===== config.mk =====
export PLATFORM = sky130hd
export DESIGN_NAME = cfg_pkt_parser
export DESIGN_NICKNAME = d
export VERILOG_FILES = /design/src/rtl/cfg_pkt_pkg.sv /design/src/rtl/cfg_word_assembler.sv /design/src/rtl/cfg_pkt_decoder.sv /design/src/rtl/cfg_pkt_parser.sv
export SDC_FILE = /design/constraint.sdc
export NUM_CORES = 1
export LEC_CHECK = 0
export BUFFER_PORTS_ARGS = -buffer_cell sky130_fd_sc_hd__buf_4
export CORE_MARGIN = 1
export CORE_UTILIZATION = 41
export DETAILED_ROUTE_END_ITERATION = 8
export GPL_TIMING_DRIVEN = 1
export MAX_ROUTING_LAYER = met4
export PLACE_DENSITY = 0.59
export SLEW_MARGIN = 20
export SYNTH_ARGS = -nofsm -noshare
export SYNTH_HDL_FRONTEND = slang
export SYNTH_HIERARCHICAL = 1
export SYNTH_SLANG_ARGS = --single-unit

===== constraint.sdc =====
create_clock -name clk -period 2.7 [get_ports clk]
set_input_delay 0.405 -clock clk [delete_from_list [all_inputs] [get_ports clk]]
set_output_delay 0.405 -clock clk [all_outputs]
set_load 0.02 [all_outputs]

===== src/rtl/cfg_pkt_pkg.sv =====
package cfg_pkt_pkg;
    localparam int WORD_W   = 32;
    localparam int BYTE_W   = 8;
    localparam int BPW      = WORD_W / BYTE_W;
    localparam int BCNT_W   = $clog2(BPW);
    localparam int ADDR_W   = 5;
    localparam int OP_W     = 2;
    localparam int KIND_W   = 3;
    localparam int CNT_W    = 27;
    localparam int T1CNT_W  = 11;

    localparam int KIND_LO  = WORD_W - KIND_W;
    localparam int OP_LO    = KIND_LO - OP_W;
    localparam int ADDR_LO  = 13;

    localparam logic [WORD_W-1:0] SYNC_WORD = 32'hAA995566;
    localparam logic [KIND_W-1:0] KIND_ONE  = 3'd1;
    localparam logic [KIND_W-1:0] KIND_TWO  = 3'd2;

    localparam logic [ADDR_W-1:0] REG_FRAME_IN  = 5'h02;
    localparam logic [ADDR_W-1:0] REG_FRAME_OUT = 5'h03;
    localparam logic [ADDR_W-1:0] REG_COMMAND   = 5'h04;

    typedef enum logic [1:0] {
        MODE_HDR = 2'd0,
        MODE_PAY = 2'd1,
        MODE_ERR = 2'd2
    } mode_e;
endpackage


===== src/rtl/cfg_word_assembler.sv =====
module cfg_word_assembler
    import cfg_pkt_pkg::*;
(
    input  logic              clk,
    input  logic              rst,
    input  logic [BYTE_W-1:0] byte_i,
    input  logic              accept_i,
    output logic [WORD_W-1:0] word_o,
    output logic              word_valid_o
);
    typedef struct packed {
        logic              synced;
        logic [WORD_W-1:0] window;
        logic [BCNT_W-1:0] nbytes;
        logic [WORD_W-1:0] word;
        logic              word_valid;
    } asm_t;

    asm_t q, d;
    logic [WORD_W-1:0] win_next;

    assign win_next = {q.window[WORD_W-BYTE_W-1:0], byte_i};

    always_comb begin
        d = q;
        d.word_valid = 1'b0;
        if (accept_i) begin
            d.window = win_next;
            if (!q.synced) begin
                if (win_next == SYNC_WORD) begin
                    d.synced = 1'b1;
                    d.nbytes = '0;
                end
            end else begin
                d.nbytes = q.nbytes + 1'b1;
                if (q.nbytes == BCNT_W'(BPW - 1)) begin
                    d.word       = win_next;
                    d.word_valid = 1'b1;
                end
            end
        end
    end

    always_ff @(posedge clk) begin
        if (rst) q <= '0;
        else     q <= d;
    end

    assign word_o       = q.word;
    assign word_valid_o = q.word_valid;

    assert_word_after_sync_R1: assert property (@(posedge clk) disable iff (rst)
        q.word_valid |-> q.synced);
    assert_sync_on_accept_R1: assert property (@(posedge clk) disable iff (rst)
        $rose(q.synced) |-> $past(accept_i));
endmodule


===== src/rtl/cfg_pkt_decoder.sv =====
module cfg_pkt_decoder
    import cfg_pkt_pkg::*;
(
    input  logic              clk,
    input  logic              rst,
    input  logic [WORD_W-1:0] word_i,
    input  logic              word_valid_i,
    output logic              hdr_valid_o,
    output logic              hdr_is_t2_o,
    output logic [OP_W-1:0]   hdr_op_o,
    output logic [ADDR_W-1:0] hdr_addr_o,
    output logic [CNT_W-1:0]  hdr_count_o,
    output logic              pay_valid_o,
    output logic [ADDR_W-1:0] pay_addr_o,
    output logic [OP_W-1:0]   pay_op_o,
    output logic [WORD_W-1:0] pay_data_o,
    output logic              err_o
);
    typedef struct packed {
        mode_e             mode;
        logic              t1_seen;
        logic [ADDR_W-1:0] last_addr;
        logic [ADDR_W-1:0] cur_addr;
        logic [OP_W-1:0]   cur_op;
        logic [CNT_W-1:0]  remain;
        logic              hdr_valid;
        logic              hdr_t2;
        logic [OP_W-1:0]   hdr_op;
        logic [ADDR_W-1:0] hdr_addr;
        logic [CNT_W-1:0]  hdr_cnt;
        logic              pay_valid;
        logic [ADDR_W-1:0] pay_addr;
        logic [OP_W-1:0]   pay_op;
        logic [WORD_W-1:0] pay_data;
    } dec_t;

    dec_t q, d;

    logic [KIND_W-1:0] f_kind;
    logic [OP_W-1:0]   f_op;
    logic [ADDR_W-1:0] f_addr;
    logic [CNT_W-1:0]  f_cnt1;
    logic [CNT_W-1:0]  f_cnt2;

    assign f_kind = word_i[WORD_W-1:KIND_LO];
    assign f_op   = word_i[KIND_LO-1:OP_LO];
    assign f_addr = word_i[ADDR_LO+ADDR_W-1:ADDR_LO];
    assign f_cnt1 = CNT_W'(word_i[T1CNT_W-1:0]);
    assign f_cnt2 = word_i[CNT_W-1:0];

    always_comb begin
        d = q;
        d.hdr_valid = 1'b0;
        d.pay_valid = 1'b0;
        if (word_valid_i) begin
            case (q.mode)
                MODE_HDR: begin
                    if (f_kind == KIND_ONE) begin
                        d.hdr_valid = 1'b1;
                        d.hdr_t2    = 1'b0;
                        d.hdr_op    = f_op;
                        d.hdr_addr  = f_addr;
                        d.hdr_cnt   = f_cnt1;
                        d.t1_seen   = 1'b1;
                        d.last_addr = f_addr;
                        d.cur_addr  = f_addr;
                        d.cur_op    = f_op;
                        d.remain    = f_cnt1;
                        d.mode      = (f_cnt1 != '0) ? MODE_PAY : MODE_HDR;
                    end else if (f_kind == KIND_TWO && q.t1_seen) begin
                        d.hdr_valid = 1'b1;
                        d.hdr_t2    = 1'b1;
                        d.hdr_op    = f_op;
                        d.hdr_addr  = q.last_addr;
                        d.hdr_cnt   = f_cnt2;
                        d.cur_addr  = q.last_addr;
                        d.cur_op    = f_op;
                        d.remain    = f_cnt2;
                        d.mode      = (f_cnt2 != '0) ? MODE_PAY : MODE_HDR;
                    end else begin
                        d.mode = MODE_ERR;
                    end
                end
                MODE_PAY: begin
                    d.pay_valid = 1'b1;
                    d.pay_addr  = q.cur_addr;
                    d.pay_op    = q.cur_op;
                    d.pay_data  = word_i;
                    d.remain    = q.remain - 1'b1;
                    if (q.remain == CNT_W'(1)) d.mode = MODE_HDR;
                end
                default: ;
            endcase
        end
    end

    always_ff @(posedge clk) begin
        if (rst) q <= '0;
        else     q <= d;
    end

    assign hdr_valid_o = q.hdr_valid;
    assign hdr_is_t2_o = q.hdr_t2;
    assign hdr_op_o    = q.hdr_op;
    assign hdr_addr_o  = q.hdr_addr;
    assign hdr_count_o = q.hdr_cnt;
    assign pay_valid_o = q.pay_valid;
    assign pay_addr_o  = q.pay_addr;
    assign pay_op_o    = q.pay_op;
    assign pay_data_o  = q.pay_data;
    assign err_o       = (q.mode == MODE_ERR);

    assert_err_sticky_R9: assert property (@(posedge clk) disable iff (rst)
        (q.mode == MODE_ERR) |=> (q.mode == MODE_ERR));
    assert_silent_in_err_R9: assert property (@(posedge clk) disable iff (rst)
        (q.mode == MODE_ERR) |-> (!q.hdr_valid && !q.pay_valid));
    assert_single_event_R5: assert property (@(posedge clk) disable iff (rst)
        !(q.hdr_valid && q.pay_valid));
    assert_pay_has_words_R5: assert property (@(posedge clk) disable iff (rst)
        (q.mode == MODE_PAY) |-> (q.remain != '0));
    assert_t2_after_t1_R8: assert property (@(posedge clk) disable iff (rst)
        (q.hdr_valid && q.hdr_t2) |-> q.t1_seen);
endmodule


===== src/rtl/cfg_pkt_parser.sv =====
module cfg_pkt_parser
    import cfg_pkt_pkg::*;
(
    input  logic              clk,
    input  logic              rst,
    input  logic [BYTE_W-1:0] in_byte,
    input  logic              in_valid,
    output logic              in_ready,
    output logic              hdr_valid,
    output logic              hdr_is_t2,
    output logic [OP_W-1:0]   hdr_op,
    output logic [ADDR_W-1:0] hdr_addr,
    output logic [CNT_W-1:0]  hdr_count,
    output logic              pay_valid,
    output logic [ADDR_W-1:0] pay_addr,
    output logic [OP_W-1:0]   pay_op,
    output logic [WORD_W-1:0] pay_data,
    output logic              err
);
    logic              accept;
    logic [WORD_W-1:0] word;
    logic              word_valid;

    assign in_ready = !err;
    assign accept   = in_valid && in_ready;

    cfg_word_assembler u_asm (
        .clk          (clk),
        .rst          (rst),
        .byte_i       (in_byte),
        .accept_i     (accept),
        .word_o       (word),
        .word_valid_o (word_valid)
    );

    cfg_pkt_decoder u_dec (
        .clk          (clk),
        .rst          (rst),
        .word_i       (word),
        .word_valid_i (word_valid),
        .hdr_valid_o  (hdr_valid),
        .hdr_is_t2_o  (hdr_is_t2),
        .hdr_op_o     (hdr_op),
        .hdr_addr_o   (hdr_addr),
        .hdr_count_o  (hdr_count),
        .pay_valid_o  (pay_valid),
        .pay_addr_o   (pay_addr),
        .pay_op_o     (pay_op),
        .pay_data_o   (pay_data),
        .err_o        (err)
    );

    assert_no_word_in_err_R11: assert property (@(posedge clk) disable iff (rst)
        (err && !word_valid) |=> !word_valid);
endmodule


* After elaboration in Yosys (flattened, before gate mapping)
Index checks and enable logic that the tools add are counted.
** Operators by class
- Order comparisons :: 0
- Bitwise operators :: 4
- Reductions and logical operators :: 19
- Add/sub/neg operators :: 2
- Divide/modulo/power cells :: 0
- $mul :: 0
- Multiplexer cells :: 15
- Equal/unequal tests :: 9
- Shifts and indexed selects :: 0
** Operators by type and width (number)
- two-way mux 70 bit :: 2
- one-hot mux 27 bit (2 select lines) :: 1
- nonzero test 27 bit :: 2
- two-way mux 40 bit :: 1
- equality test 32 bit (second input constant) :: 1
- equality test 27 x 1 -> 1 bit (second input constant) :: 1
- subtractor 27 x 1 -> 27 bit (second input constant) :: 1
- AND reduction 3 bit :: 5
- two-way mux 2 bit :: 5
- nonzero test 2 bit :: 3
- OR reduction 3 bit :: 2
- two-way mux 1 bit :: 5
- equality test 2 bit (second input constant) :: 2
- NOT 1 bit :: 4
- one-hot mux 2 bit (2 select lines) :: 1
- AND reduction 2 bit :: 2
- equality test 3 x 1 -> 1 bit (second input constant) :: 1
- equality test 3 x 2 -> 1 bit (second input constant) :: 1
- != test 3 x 1 -> 1 bit (second input constant) :: 1
- adder 2 x 1 -> 2 bit (second input constant) :: 1
- equality test 2 x 1 -> 1 bit (second input constant) :: 1
- logical AND 1 bit :: 2
- logical NOT 2 bit :: 1
- != test 2 x 1 -> 1 bit (second input constant) :: 1
- 2 further kinds :: 2
** Word-level totals
- RAM bits :: 0
- Word-level logic and storage cells :: 69
- Register bits after elaboration :: 178
- Bits in read-only memories :: 0
- Memories kept :: 0
- Bits in latches :: 0
- Output and inout port bits :: 78
- Bits of input ports :: 11

* Depth between registers and ports, before layout
Gate-level depths: netlist of the first run.
- Depth after elaboration :: 5
- Mapped depth :: 9
- Mapped depth without buffers :: 7

* Modules after synthesis
The synthesis of the first run kept the hierarchy.
** Modules (own cells, without submodules)
- cfg_pkt_decoder :: area an instance 5338.9 um2, cells each 675, times used 1, sequential area each 2222.1 um2
- cfg_word_assembler :: area an instance 2436.1 um2, cells each 278, times used 1, sequential area each 1201.2 um2
- cfg_pkt_parser :: area an instance 10.0 um2, cells each 2, times used 1, sequential area each 0.0 um2

* Worst setup path after synthesis of the first run
OpenSTA, ideal clock, no wires.
- Path kind :: flip-flop to flip-flop
- Start point :: reg u_dec/q[76] in the netlist's numbering
- End point :: reg u_dec/q[88] in the netlist's numbering
- Clock period less this slack :: 2.076 ns
- Arrival time :: 1.941 ns
- Setup slack :: 0.624 ns
- Path buffers :: 2
- Cell stages (with the launch flop) :: 9
- Library setup time :: 0.135 ns
- Data required time :: 2.565 ns
- Cells stage by stage :: dfxtp_1 > inv_1 > ha_1 > or4b_1 > buf_2 > or3_1 > clkbuf_1 > o311ai_0 > o21ai_0
** On the way
- Cells in the longest elaborated chain, start to end :: 2
** RTL lines
- start: declaration :: RTL line cfg_pkt_decoder.sv:37 : dec_t q, d;
- start signal: assignment :: RTL line cfg_pkt_decoder.sv:98 : if (rst) q <= '0;
- start signal: assignment :: RTL line cfg_pkt_decoder.sv:99 : else q <= d;
- subtractor 27 x 1 -> 27 bit :: RTL line cfg_pkt_decoder.sv:89 : d.remain = q.remain - 1'b1;
- one-hot mux 27 bit (2 select lines) :: RTL line cfg_pkt_decoder.sv:56 : case (q.mode)
No other way between the ends.
A chain may end at the register's enable or synchronous reset.

* Final worst setup path of the first run
- Start point :: reg u_dec/q[77] in the netlist's numbering
- End point :: reg u_dec/q[94] in the netlist's numbering
The elaborated chain is that of the path after synthesis.

==> flow_summary.json, run 1 <==
{
  "outcome": "completed",
  "final_antenna_net_count": 0,
  "startpoint_type": "flip-flop",
  "syn_area_um2": 7785,
  "die_w_um": 139.8,
  "period_needed_ns": 2.373,
  "clock_latency_ns": 0.43,
  "mostFrequentLayoutCell": "nand2_1",
  "hold_ws_ns": 0.2401,
  "drv_slew": 0,
  "ys_types": 60,
  "worstPathArrival_ns": 2.68,
  "slew_headroom_pct": 59.63,
  "reg2reg_slack_ns": 0.33,
  "crit_type": "flip-flop to flip-flop",
  "io_pins": 89,
  "place_congestion": 0.8781,
  "drtPass1Iterations": 5,
  "grt_pass1_vias": 5840,
  "fp.dieH_um": 139.8,
  "syn2layout_area_growth_pct": 8.454,
  "finalCritPeriodShare_pct": 87.90,
  "regArea_um2": 3423,
  "initial_core_util_pct": 41.76,
  "cts_tree": "built",
  "power.leakage_nw": 3.186,
  "max_cap_viol_count": 0,
  "cts.sinks": 171,
  "finalSetupViolCount": 0,
  "track_usage_pct": 22.54,
  "multiInputGateArea_um2": 3269,
  "antenna_cells": 0,
  "rows": 50,
  "dieArea_um2": 19540,
  "postCtsSetupBuffers": 0,
  "fin_ws_ns": 0.3268,
  "via_per_inst": 5.513,
  "cp_max_fo": 9,
  "ys_seq_area_share_pct": 43.97,
  "ys_ff_latch": 171,
  "wl_per_cell_um": 18.06,
  "antenna_found_initial": 0,
  "cts_hold_buf": 0,
  "fin_tns_setup_ns": 0,
  "io_buffers": 88,
  "rsz0062_at_grt": "no",
  "grt_pass1_wl_um": 33020,
  "netlist_instances": 955,
  "clock_skew_ns": 0.008860,
  "async_flop_share_pct": 0,
  "grt_max_degree": 47,
  "wl_um": 20990,
  "cts_buffers": 17,
  "drive_above_1_share_pct": 17.56,
  "synth-edff-count": 0,
  "power_density_nw_per_um2": 598.0,
  "final_cell_mix": "nand2_1 (191), dfxtp_1 (171), a21oi_1 (117)",
  "synth_nets": 969,
  "synth_flop_cell": "dfxtp_1",
  "holdCritPathClass": "input pin to flip-flop",
  "synth_area_per_cell_um2": 8.152,
  "finalHoldViolations": 0,
  "tightest_slew_ns": 0.6001,
  "cts_max_path_buffers": 2,
  "max_freq_mhz": 421.4,
  "fp.coreArea_um2": 18640,
  "drc": 0,
  "final_nets": 929,
  "initialDrtViolationCount": 447,
  "post_cts_resized": 0,
  "required_ns": 3.01,
  "nFillCells": 1842,
  "place_ws_ns": 0.3494,
  "synth_warnings": 6,
  "num_vias": 6406,
  "clockRootBuffer": "clkbuf_16",
  "vdd_drop_max_uv": 461.8,
  "path_clk_slew_ns": 0.07,
  "grt_overflow": 0,
  "endpoint_kind": "flip-flop",
  "htreeDepth": 4,
  "dp_hpwl_um": 14440
}
[metrics by stage]
| stage | area, um2 | instances | util (%) | power [W] |
|---|---|---|---|---|
| 2_1_floorplan | 7785 | 955 | - | 0.002673 |
| 3_5_place_dp | 7870 | 1130 | 42.21 | 0.002716 |
| 4_1_cts | 8442 | 1162 | 45.28 | 0.005089 |
| 3_3_place_gp | 7870 | 1130 | 42.21 | 0.002717 |
| 6_report | 8443 | 1162 | 45.29 | 0.005049 |
| 5_1_grt | 8443 | 1162 | 45.29 | 0.005222 |
[worst max-delay path, stage by stage (launching register included)]
cell and delay [ns]:
dfxtp_1 0.30, inv_1 0.12, ha_1 0.22, or4b_1 0.65
nor4_4 0.56, a21oi_1 0.14, o21ai_0 0.17, o21ai_0 0.10
[power breakdown]
group          leakage, nW  internal (W)  switching [W]
sequential            1.38       0.00253      0.0000185
clock                0.268       0.00133        0.00106
combinational         1.54     0.0000350      0.0000712
total                 3.19       0.00390        0.00115
[final timing paths]
| check | start | to | cells after the start |
|---|---|---|---|
| min | in_byte[5] | u_asm/q[40] | 3 |
| min reg2reg | u_dec/pay_addr_o[3] | u_dec/pay_addr_o[3] | 2 |
| max | u_dec/q[77] | u_dec/q[94] | 7 |
| max reg2reg | u_dec/q[77] | u_dec/q[94] | 7 |
[routing by layer]
metal,global-route usage (%),up-vias,share of wire [%]
met4,7.866,0,1.6
met5,-,-,0
met3,5.334,26,7.3
met2,32.13,225,45
met1,30.89,3046,46
li1,-,3109,-
[cell usage after synthesis, types with 6 or more instances]
| cell | n | area share [%] |
|---|---|---|
| a21oi_1 | 117 | 7.5 |
| nor4_1 | 11 | 0.88 |
| buf_4 | 105 | 10 |
| inv_1 | 12 | 0.58 |
| buf_2 | 13 | 0.84 |
| mux2i_1 | 25 | 3.2 |
| a22oi_1 | 24 | 2.3 |
| a31oi_1 | 7 | 0.56 |
| or3_1 | 6 | 0.48 |
| o21ai_0 | 20 | 1.3 |
| nand2_1 | 191 | 9.2 |
| clkbuf_1 | 52 | 2.5 |
| dfxtp_1 | 171 | 44 |
| nor2_1 | 82 | 4.0 |
| nor3_1 | 9 | 0.58 |
| nand3_1 | 16 | 1.0 |
[kinds of logic after synthesis]
logic type	synth area share [%]
AND/OR/NAND/NOR	20.86
flip-flops	43.97
adder cells (fa/ha/maj)	0.4822
AO/OA/AOI/OAI	17.05
multiplexers	3.214
XOR/XNOR	0.2250
buffers and inverters	14.19
[area by class of cell]
cell class                 count  area share (%)
sequential                   171           40.55
multi-input combinational    601           38.72
timing repair buffer         112           9.958
clock buffer                  21           5.453
tap                          234           3.468
clock inverter                11           1.319
inverter                      12          0.5335
[registers in the layout, summed over array words and instances (netlist names), 2 cells and up]
| register | count |
|---|---|
| u_asm/word_o | 32 |
| u_dec/q | 42 |
| u_asm/q | 27 |
| u_dec/pay_addr_o | 5 |
| u_dec/hdr_count_o | 27 |
| u_dec/pay_data_o | 32 |
| u_dec/pay_op_o | 2 |
Power figures use the tool's default switching activity.
==> run 2, diff against run 1 <==
--- a/config.mk
+++ b/config.mk
@@ -7,11 +7,11 @@
 export LEC_CHECK = 0
 export BUFFER_PORTS_ARGS = -buffer_cell sky130_fd_sc_hd__buf_4
 export CORE_MARGIN = 1
-export CORE_UTILIZATION = 41
+export CORE_UTILIZATION = 25
 export DETAILED_ROUTE_END_ITERATION = 8
 export GPL_TIMING_DRIVEN = 1
 export MAX_ROUTING_LAYER = met4
-export PLACE_DENSITY = 0.59
+export PLACE_DENSITY = 0.41
 export SLEW_MARGIN = 20
 export SYNTH_ARGS = -nofsm -noshare
 export SYNTH_HDL_FRONTEND = slang
==> flow_summary.json, run 2 (synthesized netlist as in run 1, its figures left out) <==
{
  "outcome": "completed",
  "antenna_found_initial": 0,
  "initialDrtViolationCount": 390,
  "grt_pass1_vias": 5846,
  "dp_hpwl_um": 16510,
  "power.leakage_nw": 3.246,
  "endpoint_kind": "flip-flop",
  "startpoint_type": "flip-flop",
  "final_cell_mix": "nand2_1 (191), dfxtp_1 (171), a21oi_1 (117)",
  "wl_per_cell_um": 17.80,
  "drv_slew": 0,
  "io_pins": 89,
  "dieArea_um2": 31850,
  "cpMostUsedCell": "o21ai_0",
  "fin_tns_setup_ns": 0,
  "cts_max_path_buffers": 2,
  "drc": 0,
  "io_buffers": 88,
  "max_cap_viol_count": 0,
  "finalHoldViolations": 0,
  "vdd_drop_max_uv": 382.1,
  "tightest_slew_ns": 0.7577,
  "power_density_nw_per_um2": 599.1,
  "crit_family": "simple AND/OR/NAND/NOR gates",
  "worstPathArrival_ns": 2.73,
  "period_needed_ns": 2.416,
  "crit_slowest_cell": "or4b_1",
  "grt_pass1_wl_um": 35510,
  "syn2layout_area_growth_pct": 12.39,
  "fp.coreArea_um2": 30590,
  "antenna_cells": 0,
  "die_w_um": 178.5,
  "min_path_cells": 3,
  "grt_max_degree": 92,
  "hold_ws_ns": 0.2545,
  "path_clk_slew_ns": 0.08,
  "mostFrequentLayoutCell": "nand2_1",
  "num_vias": 6383,
  "required_ns": 3.02,
  "max_freq_mhz": 413.9,
  "cts_hold_buf": 0,
  "drive_above_1_share_pct": 17.76,
  "place_congestion": 0.9070,
  "crit_type": "flip-flop to flip-flop",
  "registers.top_by_ff_count": "u_dec/q",
  "wl_um": 23580,
  "cpPeakStageDelay_ns": 0.66,
  "finalSetupViolCount": 0,
  "clock_latency_ns": 0.43,
  "final_antenna_net_count": 0,
  "drtPass1Iterations": 7,
  "reg2reg_slack_ns": 0.28,
  "clock_skew_ns": 0.01957,
  "rows": 64,
  "cts_buffers": 17,
  "fp.dieH_um": 178.5,
  "track_usage_pct": 15.23,
  "crit_buf_inv": 1,
  "largest_reg_flops": 42,
  "clockRootBuffer": "clkbuf_16",
  "final_nets": 930,
  "finalCritPeriodShare_pct": 89.49,
  "postCtsSetupBuffers": 0,
  "cp.depth": 7,
  "cts_tree": "built",
  "cp_max_fo": 9,
  "nFillCells": 3342,
  "post_cts_resized": 0,
  "power_w": 0.005242,
  "rsz0062_at_grt": "no",
  "grt_overflow": 0,
  "cp_cell_sequence": "inv_1 > ha_1 > or4b_1 > nor4_4 > a31oi_1 > o21ai_0 > o21ai_0",
  "reg2reg_depth": 7,
  "via_per_inst": 4.817,
  "cts.sinks": 171,
  "holdCritPathClass": "input pin to flip-flop",
  "initial_core_util_pct": 25.45,
  "htreeDepth": 4,
  "slew_headroom_pct": 49.38
}
==> run 2: changes by cell type in the layout (fill, tap and decap cells not counted), moves of 2 or more <==
cell,change
clkinvlp_4,-3
inv_6,+3
inv_8,+2
buf_12,+3
clkbuf_1,-2
buf_4,-2
==> run 2: report_power, final <==
part           total, W  switching [W]  internal (W)
logic          0.000110      0.0000732     0.0000367
registers       0.00255      0.0000169       0.00253
clock network   0.00258        0.00115       0.00143
==> run 2: final cells by class <==
| type | count | area, um2 | share of cell area [%] |
|---|---|---|---|
| clock inverter | 14 | 178.9 | 2.045 |
| tap | 396 | 495.5 | 5.663 |
| multi-input combinational | 601 | 3282 | 37.51 |
| clock buffer | 18 | 439.2 | 5.019 |
| timing repair buffer | 113 | 885.9 | 10.12 |
| inverter | 12 | 45.04 | 0.5148 |
| sequential | 171 | 3423 | 39.12 |
==> run 2: tightest hold or removal path, stage by stage <==
cell and delay (ns):
buf_4 0.10, mux2i_1 0.07, nor2_1 0.07
==> run 2: stage by stage <==
stage / utilization, % / area, um2 / setup WS, ns / cells
floorplan: - / 7785 / 0.6244 / 955
global placement: 26.58 / 8132 / 0.3279 / 1293
detailed placement: 26.58 / 8132 / 0.3176 / 1293
CTS: 28.60 / 8750 / 0.3012 / 1325
global route: 28.60 / 8750 / 0.1010 / 1325
finish: 28.60 / 8750 / 0.2839 / 1325
==> run 2: worst paths after layout <==
path	endpoint	start
setup / recovery	u_dec/q[98]	u_dec/q[76]
hold / removal	u_asm/q[35]	in_byte[0]
setup reg to reg	u_dec/q[98]	u_dec/q[76]
hold reg to reg	u_dec/pay_data_o[26]	u_dec/pay_data_o[26]
==> run 2: per-layer routing <==
metal  vias up  track usage (%)  part of all wire [%]
met5         -                -                     0
met4         0            3.319                  0.78
met3        20            2.941                   4.8
met2       165            21.90                    44
met1      3082            21.78                    50
li1       3116                -                     -
